==> src/rtl/wpol_dcache_pkg.sv <==
package wpol_dcache_pkg;

  typedef enum logic [2:0] {
    ST_IDLE   = 3'd0,
    ST_LOOKUP = 3'd1,
    ST_EVICT  = 3'd2,
    ST_FILL   = 3'd3,
    ST_MEMWR  = 3'd4,
    ST_DONE   = 3'd5
  } wpol_state_e;

endpackage

==> src/rtl/wpol_line_store.sv <==
module wpol_line_store #(
  parameter int IDX_W      = 3,
  parameter int TAG_W      = 5,
  parameter int DATA_W     = 16,
  parameter bit WRITE_BACK = 1'b1
) (
  input  logic              clk,
  input  logic              rst_n,
  input  logic [IDX_W-1:0]  rd_idx,
  output logic              rd_valid,
  output logic              rd_dirty,
  output logic [TAG_W-1:0]  rd_tag,
  output logic [DATA_W-1:0] rd_data,
  input  logic              wr_en,
  input  logic [IDX_W-1:0]  wr_idx,
  input  logic [TAG_W-1:0]  wr_tag,
  input  logic [DATA_W-1:0] wr_data,
  input  logic              wr_dirty
);

  localparam int LINES = 1 << IDX_W;

  logic [LINES-1:0]  valid_vec;
  logic [LINES-1:0]  dirty_vec;
  logic [TAG_W-1:0]  tag_arr  [LINES];
  logic [DATA_W-1:0] data_arr [LINES];

  generate
    for (genvar g = 0; g < LINES; g++) begin : g_line
      logic              sel;
      logic              v_q;
      logic              d_q;
      logic [TAG_W-1:0]  t_q;
      logic [DATA_W-1:0] w_q;

      assign sel = wr_en && (wr_idx == IDX_W'(g));

      // status bits carry reset, payload does not
      always_ff @(posedge clk or negedge rst_n) begin
        if (!rst_n) begin
          v_q <= 1'b0;
          d_q <= 1'b0;
        end else if (sel) begin
          v_q <= 1'b1;
          d_q <= wr_dirty;
        end
      end

      always_ff @(posedge clk) begin
        if (sel) begin
          t_q <= wr_tag;
          w_q <= wr_data;
        end
      end

      assign valid_vec[g] = v_q;
      assign dirty_vec[g] = d_q;
      assign tag_arr[g]   = t_q;
      assign data_arr[g]  = w_q;
    end
  endgenerate

  always_comb begin
    rd_valid = valid_vec[rd_idx];
    rd_dirty = dirty_vec[rd_idx];
    rd_tag   = tag_arr[rd_idx];
    rd_data  = data_arr[rd_idx];
  end

  // a write-through configuration never leaves any line dirty
  p_wt_clean_r5: assert property (@(posedge clk) disable iff (!rst_n)
    (!WRITE_BACK) |-> (dirty_vec == '0));

endmodule

==> src/rtl/wpol_ctrl.sv <==
module wpol_ctrl
  import wpol_dcache_pkg::*;
#(
  parameter int ADDR_W      = 8,
  parameter int IDX_W       = 3,
  parameter int DATA_W      = 16,
  parameter bit WRITE_BACK  = 1'b1,
  parameter bit WRITE_ALLOC = 1'b1
) (
  input  logic                    clk,
  input  logic                    rst_n,
  input  logic                    cpu_req,
  input  logic                    cpu_we,
  input  logic                    cpu_nt,
  input  logic [ADDR_W-1:0]       cpu_addr,
  input  logic [DATA_W-1:0]       cpu_wdata,
  output logic [DATA_W-1:0]       cpu_rdata,
  output logic                    cpu_ready,
  output logic                    mem_req,
  output logic                    mem_we,
  output logic [ADDR_W-1:0]       mem_addr,
  output logic [DATA_W-1:0]       mem_wdata,
  input  logic [DATA_W-1:0]       mem_rdata,
  input  logic                    mem_ack,
  output logic [IDX_W-1:0]        ln_idx,
  input  logic                    rd_valid,
  input  logic                    rd_dirty,
  input  logic [ADDR_W-IDX_W-1:0] rd_tag,
  input  logic [DATA_W-1:0]       rd_data,
  output logic                    ln_we,
  output logic [ADDR_W-IDX_W-1:0] ln_tag,
  output logic [DATA_W-1:0]       ln_data,
  output logic                    ln_dirty
);

  localparam int TAG_W = ADDR_W - IDX_W;

  wpol_state_e       state_q, state_d;
  logic [ADDR_W-1:0] addr_q;
  logic              we_q;
  logic              nt_q;
  logic [DATA_W-1:0] wdata_q;
  logic [DATA_W-1:0] rdata_q, rdata_d;
  logic              rdata_en;
  logic              cap_en;

  logic [IDX_W-1:0]  idx_q;
  logic [TAG_W-1:0]  tag_q;
  logic              hit;
  logic              victim_dirty;
  logic              alloc;

  assign idx_q        = addr_q[IDX_W-1:0];
  assign tag_q        = addr_q[ADDR_W-1:IDX_W];
  assign hit          = rd_valid && (rd_tag == tag_q);
  assign victim_dirty = WRITE_BACK && rd_valid && rd_dirty;
  assign alloc        = WRITE_ALLOC && !nt_q;
  assign cap_en       = (state_q == ST_IDLE) && cpu_req;

  assign ln_idx  = idx_q;
  assign ln_tag  = tag_q;

  // next-state and line-update decisions
  always_comb begin
    state_d  = state_q;
    ln_we    = 1'b0;
    ln_dirty = 1'b0;
    ln_data  = wdata_q;
    rdata_en = 1'b0;
    rdata_d  = rd_data;
    unique case (state_q)
      ST_IDLE: begin
        if (cpu_req) state_d = ST_LOOKUP;
      end
      ST_LOOKUP: begin
        if (!we_q) begin
          if (hit) begin
            rdata_en = 1'b1;
            state_d  = ST_DONE;
          end else begin
            state_d = victim_dirty ? ST_EVICT : ST_FILL;
          end
        end else if (hit) begin
          ln_we    = 1'b1;
          ln_dirty = WRITE_BACK;
          state_d  = WRITE_BACK ? ST_DONE : ST_MEMWR;
        end else if (alloc) begin
          if (victim_dirty) begin
            state_d = ST_EVICT;
          end else begin
            ln_we    = 1'b1;
            ln_dirty = WRITE_BACK;
            state_d  = WRITE_BACK ? ST_DONE : ST_MEMWR;
          end
        end else begin
          state_d = ST_MEMWR;
        end
      end
      ST_EVICT: begin
        if (mem_ack) begin
          if (we_q) begin
            ln_we    = 1'b1;
            ln_dirty = 1'b1;
            state_d  = ST_DONE;
          end else begin
            state_d = ST_FILL;
          end
        end
      end
      ST_FILL: begin
        if (mem_ack) begin
          ln_we    = 1'b1;
          ln_data  = mem_rdata;
          rdata_en = 1'b1;
          rdata_d  = mem_rdata;
          state_d  = ST_DONE;
        end
      end
      ST_MEMWR: begin
        if (mem_ack) state_d = ST_DONE;
      end
      ST_DONE: begin
        state_d = ST_IDLE;
      end
      default: state_d = ST_IDLE;
    endcase
  end

  always_ff @(posedge clk or negedge rst_n) begin
    if (!rst_n) state_q <= ST_IDLE;
    else        state_q <= state_d;
  end

  always_ff @(posedge clk) begin
    if (cap_en) begin
      addr_q  <= cpu_addr;
      we_q    <= cpu_we;
      nt_q    <= cpu_nt;
      wdata_q <= cpu_wdata;
    end
  end

  always_ff @(posedge clk) begin
    if (rdata_en) rdata_q <= rdata_d;
  end

  // memory port is decoded from the state and the held request
  always_comb begin
    mem_req   = (state_q == ST_EVICT) || (state_q == ST_FILL) || (state_q == ST_MEMWR);
    mem_we    = (state_q != ST_FILL);
    mem_addr  = (state_q == ST_EVICT) ? {rd_tag, idx_q} : addr_q;
    mem_wdata = (state_q == ST_EVICT) ? rd_data : wdata_q;
  end

  assign cpu_ready = (state_q == ST_DONE);
  assign cpu_rdata = rdata_q;

  // an outstanding memory request is held unchanged until acknowledged
  p_mem_hold_r11: assert property (@(posedge clk) disable iff (!rst_n)
    (mem_req && !mem_ack) |=> (mem_req && $stable(mem_we) && $stable(mem_addr)
                               && $stable(mem_wdata)));

  // completion is a single-cycle pulse
  p_ready_pulse_r11: assert property (@(posedge clk) disable iff (!rst_n)
    cpu_ready |=> !cpu_ready);

  // a load's eviction is followed directly by the refill read of the load address
  p_fill_after_evict_r7: assert property (@(posedge clk) disable iff (!rst_n)
    (state_q == ST_EVICT && mem_ack && !we_q) |=>
      (mem_req && !mem_we && mem_addr == $past(addr_q)));

  // a load hit produces no memory request
  p_load_hit_quiet_r3: assert property (@(posedge clk) disable iff (!rst_n)
    (state_q == ST_LOOKUP && !we_q && hit) |=> !mem_req);

  // a write-back store hit produces no memory request
  p_wb_hit_quiet_r6: assert property (@(posedge clk) disable iff (!rst_n)
    (state_q == ST_LOOKUP && we_q && hit && WRITE_BACK) |=> !mem_req);

endmodule

==> src/rtl/wpol_dcache.sv <==
module wpol_dcache #(
  parameter int ADDR_W      = 8,
  parameter int IDX_W       = 3,
  parameter int DATA_W      = 16,
  parameter bit WRITE_BACK  = 1'b1,
  parameter bit WRITE_ALLOC = 1'b1
) (
  input  logic              clk,
  input  logic              rst_n,
  input  logic              cpu_req,
  input  logic              cpu_we,
  input  logic              cpu_nt,
  input  logic [ADDR_W-1:0] cpu_addr,
  input  logic [DATA_W-1:0] cpu_wdata,
  output logic [DATA_W-1:0] cpu_rdata,
  output logic              cpu_ready,
  output logic              mem_req,
  output logic              mem_we,
  output logic [ADDR_W-1:0] mem_addr,
  output logic [DATA_W-1:0] mem_wdata,
  input  logic [DATA_W-1:0] mem_rdata,
  input  logic              mem_ack
);

  localparam int TAG_W = ADDR_W - IDX_W;

  logic [IDX_W-1:0]  ln_idx;
  logic              rd_valid;
  logic              rd_dirty;
  logic [TAG_W-1:0]  rd_tag;
  logic [DATA_W-1:0] rd_data;
  logic              ln_we;
  logic [TAG_W-1:0]  ln_tag;
  logic [DATA_W-1:0] ln_data;
  logic              ln_dirty;

  wpol_ctrl #(
    .ADDR_W      (ADDR_W),
    .IDX_W       (IDX_W),
    .DATA_W      (DATA_W),
    .WRITE_BACK  (WRITE_BACK),
    .WRITE_ALLOC (WRITE_ALLOC)
  ) u_ctrl (
    .clk       (clk),
    .rst_n     (rst_n),
    .cpu_req   (cpu_req),
    .cpu_we    (cpu_we),
    .cpu_nt    (cpu_nt),
    .cpu_addr  (cpu_addr),
    .cpu_wdata (cpu_wdata),
    .cpu_rdata (cpu_rdata),
    .cpu_ready (cpu_ready),
    .mem_req   (mem_req),
    .mem_we    (mem_we),
    .mem_addr  (mem_addr),
    .mem_wdata (mem_wdata),
    .mem_rdata (mem_rdata),
    .mem_ack   (mem_ack),
    .ln_idx    (ln_idx),
    .rd_valid  (rd_valid),
    .rd_dirty  (rd_dirty),
    .rd_tag    (rd_tag),
    .rd_data   (rd_data),
    .ln_we     (ln_we),
    .ln_tag    (ln_tag),
    .ln_data   (ln_data),
    .ln_dirty  (ln_dirty)
  );

  wpol_line_store #(
    .IDX_W      (IDX_W),
    .TAG_W      (TAG_W),
    .DATA_W     (DATA_W),
    .WRITE_BACK (WRITE_BACK)
  ) u_store (
    .clk      (clk),
    .rst_n    (rst_n),
    .rd_idx   (ln_idx),
    .rd_valid (rd_valid),
    .rd_dirty (rd_dirty),
    .rd_tag   (rd_tag),
    .rd_data  (rd_data),
    .wr_en    (ln_we),
    .wr_idx   (ln_idx),
    .wr_tag   (ln_tag),
    .wr_data  (ln_data),
    .wr_dirty (ln_dirty)
  );

endmodule

==> config.mk <==
export PLATFORM = sky130hd
export DESIGN_NAME = wpol_dcache
export DESIGN_NICKNAME = d
export VERILOG_FILES = /design/src/rtl/wpol_dcache_pkg.sv /design/src/rtl/wpol_line_store.sv /design/src/rtl/wpol_ctrl.sv /design/src/rtl/wpol_dcache.sv
export SDC_FILE = /design/constraint.sdc
export NUM_CORES = 1
export LEC_CHECK = 0
export ABC_CLOCK_PERIOD_IN_PS = 5560
export BUFFER_PORTS_ARGS = -buffer_cell sky130_fd_sc_hd__buf_2
export CORE_AREA = 2 2 191 193
export DETAILED_ROUTE_END_ITERATION = 10
export DIE_AREA = 0 0 193 195
export PLACE_DENSITY_LB_ADDON = 0.08
export REMOVE_ABC_BUFFERS = 1
export SYNTH_ARGS = -nofsm -noshare
export SYNTH_HDL_FRONTEND = slang
export SYNTH_SLANG_ARGS = --single-unit
==> constraint.sdc <==
create_clock -name clk -period 5.56 [get_ports clk]
set_input_delay 0.556 -clock clk [delete_from_list [all_inputs] [get_ports clk]]
set_output_delay 0.556 -clock clk [all_outputs]
set_load 0.1 [all_outputs]
==> results.md, run 1 <==
- Crit path DAT: 4.10 ns
- Post-CTS Setup Bufs: 0
- Routed wire per std cell: 20.70 µm
- Area share of the largest cell type after synthesis: 0.6663
- Largest delay share family, worst path: simple AND/OR/NAND/NOR gates
- Max Clock Skew: 0.01408 ns
- Clk pwr share: 0.333
- Die width: 193 µm
- Setup TNS Final: 0 ns
- Wire length on met3: 1095 µm
- Worst setup path class: flop to flop
- EDFF count, synth: 210
- Final Slew Violations: 0
- Yosys warning count: 0
- Final WS setup: 1.608 ns
- Area occupied by multi-input gates: 2531 µm²
- Part of the power in combinational logic: 0.255
- Synth top cells by count: edfxtp_1, nor2_1, a21oi_1
- Slowest stage delay, CP: 0.87 ns
- Area after DPL: 10,480 µm²
- Async SR Flop Fraction: 0.08297
- XOR/XNOR Fraction of Synth Area: 0.003702
- PortBufs: 88
- Post-synthesis compound-gate area fraction: 0.06002
- Seq pwr share: 0.412
- Buf/Inv on CP: 1
- Diode count: 0
- Period Utilization, post-route: 0.7109
- Worst endpoint required time: 5.71 ns
- #FFs+latches synth: 229
- P_sw: 1838 µW
- Post-place setup slack: 1.516 ns
- Critical-path top delay cell: edfxtp_1
- Clk Latency, worst-skew pair: 0.54 ns
- Slew margin rel.: 0.2087
- Cells after DPL: 1,099
- DP Wirelength: 13,740 µm
- Vias in the first global route: 5,584
- Vias per inst: 4.667
- Worst-Margin Slew: 1.184 ns
- Adder-cell share of the synthesized area: 0
- Antenna-violating nets left: 0
- Main combinational cell family by area after synthesis: multiplexers
- Simple-gate portion of the synthesized area: 0.06029
- CP max FO: 17
- RePlAce Congestion: 0.7433
- Status: completed
- CTS Buffer Depth: 3
- Top cell type by total area after synthesis: edfxtp_1
- Iteration count of the initial detailed-routing pass: 5
- Met1 wire length: 10,840 µm
- Finished Cell Area: 11,400 µm²
- Leakage power: 0.003932 µW
- Nets: 715
- Max Used Layer: met4
- Post-synthesis cell type count: 46
- Max Cap Viol: 0
- # fillers: 3,482
- Starting DRC count in detailed routing: 253
- Final Critical Period: 3.952 ns
- Sequential area share after synthesis: 0.7166
- I/O pin count: 89
- RSZ-0062 raised after global routing: no
- Internal power: 3503 µW
- DRC: 0
- Sw Ratio: 0.3442
- Synth top area cells: edfxtp_1, mux4_2, dfrtp_1
- Final hold vios: 0
- Placement row count: 69
- Most numerous cell on the critical path: nand2_1
- Layout cells sized above 1: 0.3068
- TritonCTS buffer count: 28
- Die area: 37,640 µm²
- Power Dens Cells: 468.4 nW/µm²
- WL met2: 11,400 µm
- Startpoint types: flop
- Global-route wire length before repair: 35,450 µm
- Post-layout util: 0.3221
- H-tree depth: 1
- Gr ovfl total: 0
- Top FF cell, synth: edfxtp_1
- GR Util All Layers: 0.1275
- Area grow syn2layout: 20.48%
- Sink Count: 229
- Most numerous cell in the Yosys netlist: edfxtp_1
- Core area: 35,400 µm²
- Register area: 6782 µm²
- Effective utilization at floorplan: 0.2674
- Mean Syn Cell Area: 16.75 µm²
- Initial antenna violation count: 0
- Final setup viols: 0
- Clk pin slew, worst setup/hold paths: 0.06 ns
- Post-Syn Instances: 565
- Synthesized area: 9464 µm²
- Post-synthesis mux area share: 0.1415
- Die Height: 195 µm
- Type of the tightest min-delay check: primary input to flop
- Largest net degree at the start of global routing: 78
- Peak Freq: 0.2530 GHz
- VDD IR max: 307.6 µV
- Non-filler cells, final: 1,152
- CP Cell Sequence: mux4_2, xor2_1, o32ai_1, o2111ai_1, nor3_2, buf_4, nand2_1, nand2_1
- CTS tree: yes
- Routed via count: 5,376
- Crit. End Element: flop
- Clk Tree Root Cell: clkbuf_16
- Post-Route WL: 23,840 µm
[path summary, 6_finish.rpt]
| check | cells past startpoint | slack [ns] | endpoint | start |
|---|---|---|---|---|
| worst min-delay path | 1 | 0.19 | u_ctrl.wdata_q[7] | cpu_wdata[7] |
| min in group asynchronous | 2 | 0.53 | u_ctrl.state_q[2] | rst_n |
| worst min register to register | 1 | 0.50 | u_store.g_line[6].v_q | u_store.g_line[6].v_q |
| max in group asynchronous | 2 | 4.69 | u_store.g_line[2].v_q | rst_n |
| worst max register to register | 8 | 1.61 | u_ctrl.cpu_rdata[15] | u_ctrl.addr_q[0] |
| worst max-delay path | 8 | 1.61 | u_ctrl.cpu_rdata[15] | u_ctrl.addr_q[0] |
[state kept, by name (all words and copies together) (netlist names)]
signal              flops
u_ctrl.we_q             1
u_ctrl.cpu_rdata       16
u_store.g_line.t_q     40
u_ctrl.addr_q           8
u_ctrl.nt_q             1
u_ctrl.state_q          3
u_store.g_line.d_q      8
u_store.g_line.w_q    128
u_store.g_line.v_q      8
u_ctrl.wdata_q         16
[power by group through the flow]
stage	Clock, µW	Sequential [µW]	Combinational, µW
2_1_floorplan	0	2330	936
3_5_place_dp	0	2240	1380
5_1_grt	1910	2220	1470
3_3_place_gp	0	2230	1370
6_report	1780	2200	1360
4_1_cts	1850	2200	1380
[cells by family (layout without fill, tap and decap cells)]
group                     after synthesis  after routing
xor gates and xnor gates                4              4
buffers and inverters                  37            163
and+or+nand+nor                       120            120
AOI/OAI and AO/OA                      90             90
DFF                                   229            229
muxes                                  85             85
[placed cells by master, fill, tap and decap left out, types with 13 or more instances in the layout]
cell         n
buf_4       14
edfxtp_1   210
nand3_1     13
a21oi_1     41
buf_2       88
dfrtp_1     19
mux4_2      37
clkbuf_16   28
mux2i_1     28
o21ai_0     24
nor2_1      42
nand2_1     30
mux2_2      20
[layer usage]
metal,track usage,vias to the layer above
met5,0,-
met4,0.03002,0
met3,0.02354,36
met2,0.2101,154
met1,0.1741,2743
li1,-,2443
[through the flow]
stage	hold slack (ns)	total power, µW
floorplan	0.2604	3268
global placement	0.4937	3606
detailed placement	0.4891	3618
CTS	0.1587	5435
global route	0.1555	5596
finish	0.1884	5341
[final cells by class]
| class | instances | share of cell area |
|---|---|---|
| repair buffers | 104 | 0.05048 |
| clock buffers | 32 | 0.06277 |
| multi-input cells | 299 | 0.2220 |
| inverters | 7 | 0.002304 |
| clock inverters | 20 | 0.01712 |
| well taps | 461 | 0.05059 |
| flip-flops and latches | 229 | 0.5948 |
[timing repair]
| item | in CTS | in global routing |
|---|---|---|
| gates resized for setup | 0 | 0 |
| hold buffers | 1 | 0 |
| endpoints found under the hold margin | 19 | 0 |
Power figures use the tool's default switching activity.
==> inputs of run 2 (changes only) <==
--- a/config.mk
+++ b/config.mk
@@ -5,11 +5,12 @@
 export SDC_FILE = /design/constraint.sdc
 export NUM_CORES = 1
 export LEC_CHECK = 0
-export ABC_CLOCK_PERIOD_IN_PS = 5560
+export ABC_AREA = 1
+export ABC_CLOCK_PERIOD_IN_PS = 3600
 export BUFFER_PORTS_ARGS = -buffer_cell sky130_fd_sc_hd__buf_2
-export CORE_AREA = 2 2 191 193
+export CORE_AREA = 2 2 189 191
 export DETAILED_ROUTE_END_ITERATION = 10
-export DIE_AREA = 0 0 193 195
+export DIE_AREA = 0 0 191 193
 export PLACE_DENSITY_LB_ADDON = 0.08
 export REMOVE_ABC_BUFFERS = 1
 export SYNTH_ARGS = -nofsm -noshare
==> constraint.sdc (replaced) <==
create_clock -name clk -period 3.6 [get_ports clk]
set_input_delay 0.36 -clock clk [delete_from_list [all_inputs] [get_ports clk]]
set_output_delay 0.36 -clock clk [all_outputs]
set_load 0.1 [all_outputs]
==> results.md, run 2 <==
- Status: completed (unchanged)
- Worst endpoint required time: 3.24 ns (was 5.71 ns)
- Clk Latency, worst-skew pair: 0.56 ns (was 0.54 ns)
- Max FFs per register: 128 (unchanged)
- Top reg by flops: u_store.g_line.w_q (unchanged)
- Post-Route WL: 26,380 µm (was 23,840 µm)
- Worst hold stages: 3 (was 1)
- Startpoint types: flop (unchanged)
- Hold path endpoint: u_ctrl.cpu_rdata[5] (was u_ctrl.wdata_q[7])
- Clk pin slew, worst setup/hold paths: 0.06 ns (about the same)
- Hold_sp: mem_rdata[5] (was cpu_wdata[7])
- Part of the power in combinational logic: 0.276 (was 0.255)
- Power Dens Cells: 730.3 nW/µm² (was 468.4 nW/µm²)
- Most common cell after layout, fill and taps aside: nand2_1 (was edfxtp_1)
- Tot Pwr: 8708 µW (was 5341 µW)
- R2r endpoint: u_store.g_line[4].w_q[7] (was u_ctrl.cpu_rdata[15])
- Type of the tightest min-delay check: primary input to flop (unchanged)
- Top cell type by total area after synthesis: edfxtp_1 (unchanged)
- Sink Count: 229 (unchanged)
- Core area: 34,960 µm² (was 35,400 µm²)
- Hold Slack: 0.1120 ns (was 0.1884 ns)
- Vias in the first global route: 6,401 (was 5,584)
- Clk pwr share: 0.337 (was 0.333)
- RePlAce Congestion: 0.7414 (was 0.7433)
- Top FF cell, synth: edfxtp_1 (unchanged)
- Async SR Flop Fraction: 0.08297 (unchanged)
- Starting DRC count in detailed routing: 344 (was 253)
- Routed via count: 6,206 (was 5,376)
- RSZ-0062 raised after global routing: no (unchanged)
- Initial antenna violation count: 0 (unchanged)
- Die area: 36,860 µm² (was 37,640 µm²)
- Gr ovfl total: 0 (unchanged)
- Placement row count: 69 (unchanged)
- Synthesized area: 9268 µm² (was 9464 µm²)
- Crit. End Element: output pin (was flop)
- Final Critical Period: 3.308 ns
- Die width: 191 µm (was 193 µm)
- I/O pin count: 89 (unchanged)
- Diode count: 0 (unchanged)
- RR Startpoint: u_ctrl.addr_q[0] (unchanged)
- Clk Tree Root Cell: clkbuf_16 (unchanged)
- Setup TNS Final: 0 ns (unchanged)
- Finished Cell Area: 11,920 µm² (was 11,400 µm²)
- Post-synthesis cell type count: 27 (was 46)
- Mean Syn Cell Area: 12.23 µm² (was 16.75 µm²)
- PortBufs: 88 (unchanged)
- Synth top area cells: edfxtp_1, nand2_1, a22oi_1 (was edfxtp_1, mux4_2, dfrtp_1)
- Effective utilization at floorplan: 0.2651 (was 0.2674)
- CTS tree: yes (unchanged)
- Antenna-violating nets left: 0 (unchanged)
- Worst-Margin Slew: 0.5208 ns (was 1.184 ns)
- Worst setup path class: flop to output pin (was flop to flop)
- Final hold vios: 0 (unchanged)
- Synth top cells by count: nand2_1, edfxtp_1, a22oi_1 (was edfxtp_1, nor2_1, a21oi_1)
- Layout cells sized above 1: 0.1915 (was 0.3068)
- Global-route wire length before repair: 40,280 µm (was 35,450 µm)
- Nets: 943 (was 715)
- Post-place setup slack: 0.4980 ns (was 1.516 ns)
- Post-Syn Instances: 758 (was 565)
- FF-to-FF setup slack: 0.54 ns (was 1.61 ns)
- Die Height: 193 µm (was 195 µm)
- Period Utilization, post-route: 0.9188
- Vias per inst: 4.497 (was 4.667)
- Iteration count of the initial detailed-routing pass: 4 (was 5)
- #FFs+latches synth: 229 (unchanged)
- CTS Buffer Depth: 3 (unchanged)
- DP Wirelength: 16,390 µm (was 13,740 µm)
- Max Clock Skew: 0.01291 ns (was 0.01408 ns)
- Final Slew Violations: 0 (unchanged)
- Crit path DAT: 2.95 ns (was 4.10 ns)
- EDFF count, synth: 210 (unchanged)
- VDD IR max: 361.4 µV (was 307.6 µV)
- Leakage power: 0.004623 µW (was 0.003932 µW)
- Area after DPL: 10,670 µm² (was 10,480 µm²)
- TritonCTS buffer count: 29 (was 28)
- Slew margin rel.: 0.6552 (was 0.2087)
- Max Cap Viol: 0 (unchanged)
- GR Util All Layers: 0.1464 (was 0.1275)
- H-tree depth: 1 (unchanged)
- Top Registers: u_store.g_line.w_q (128), u_store.g_line.t_q (40) (unchanged)
- Largest net degree at the start of global routing: 33 (was 78)
- Final setup viols: 0 (unchanged)
- Area grow syn2layout: 28.65% (was 20.48%)
- Routed wire per std cell: 19.12 µm (was 20.70 µm)
- Sw Ratio: 0.3495 (was 0.3442)
- Area share of the largest cell type after synthesis: 0.6804 (was 0.6663)
- Most frequent cells in the layout: nand2_1, edfxtp_1, buf_2 (was edfxtp_1, buf_2, nor2_1)
- Sequential area share after synthesis: 0.7317 (was 0.7166)
- CP max FO: 26 (was 17)
- Yosys warning count: 0 (unchanged)
- Most numerous cell in the Yosys netlist: nand2_1 (was edfxtp_1)
- Peak Freq: 0.3023 GHz
- Post-CTS Setup Bufs: 0 (unchanged)
- Final WS setup: 0.2922 ns (was 1.608 ns)
- Reg2Reg Depth: 16 (was 8)
- Internal power: 5664 µW (was 3503 µW)
- DRC: 0 (unchanged)
- P_sw: 3043 µW (was 1838 µW)
- Seq pwr share: 0.386 (was 0.412)
## run 2: changes by cell type after synthesis, moves of 7 or more
cell       delta
nand3_1      +44
mux4_2       -37
a21oi_1      -39
mux2_2       -20
nand2_1     +203
clkbuf_1      +7
a22oi_1      +63
o2111ai_1     -8
o21ai_0      +31
nor2_1       -14
mux2i_1      -28
inv_1        +21
## run 2: final cells by class
cell class / instances / area, µm²
Clock buffer: 32 / 737.0
Multi-Input combinational cell: 457 / 2188
Sequential cell: 229 / 6782
Fill cell: 3516 / 23040
Inverter: 36 / 137.6
Timing Repair Buffer: 144 / 1267
Tap cell: 461 / 576.8
Clock inverter: 21 / 234.0
## run 2: repair_timing
| action | 4_1_cts | 5_1_grt |
|---|---|---|
| setup endpoints to repair | 0 | 11 |
| endpoints found under the hold margin | 45 | 0 |
| resized for setup | 0 | 4 |
| hold buffers | 27 | 0 |
## run 2: critical path: stages (launching register included)
cell and delay [ns]:
edfxtp_1 0.54, nand2_1 0.24, inv_2 0.25, buf_4 0.39, a22oi_1 0.17, nand3_1 0.13, nand2_1 0.10, o21ai_0 0.34
buf_12 0.23
## run 2: cells by family after synthesis
group	Yosys count	share of synthesized area
AND/OR/NAND/NOR	331	0.1465
buffers and inverters	72	0.03551
flip-flops	229	0.7317
AO/OA/AOI/OAI	126	0.08627
## run 2: routing by layer
metal,track usage,part of all wire,wire (µm),vias up
li1,-,-,-,2984
met1,0.1992,0.47,12510,3050
met2,0.2437,0.47,12330,134
met3,0.02335,0.034,886,38
met4,0.03787,0.025,663,0
met5,0,0,0,-
## run 2: per-stage QoR
stage | cells | util
finish | 1380 | 0.3410
global route | 1380 | 0.3410
CTS | 1380 | 0.3407
detailed placement | 1300 | 0.3052
global placement | 1300 | 0.3052
floorplan | 722 | -
## run 2: worst max-delay path by stage
stage                     startpoint                        end  slack, ns  cells after the start
finish              u_ctrl.addr_q[0]              mem_wdata[14]       0.29                      8
floorplan           u_ctrl.addr_q[2]                mem_addr[6]      -1.51                      4
CTS                 u_ctrl.addr_q[1]               mem_wdata[1]        0.1                      9
global placement    u_ctrl.addr_q[1]  u_store.g_line[0].w_q[10]       0.44                     16
global route        u_ctrl.addr_q[0]              mem_wdata[14]       0.05                      8
detailed placement  u_ctrl.addr_q[1]  u_store.g_line[4].w_q[15]       0.50                     16
## run 2: power groups by stage
stage / registers [µW] / logic (µW) / clock network [µW]
floorplan: 3550 / 1370 / 0
global placement: 3430 / 2430 / 0
detailed placement: 3420 / 2420 / 0
CTS: 3370 / 2450 / 3030
global route: 3390 / 2610 / 3130
finish: 3370 / 2410 / 2940
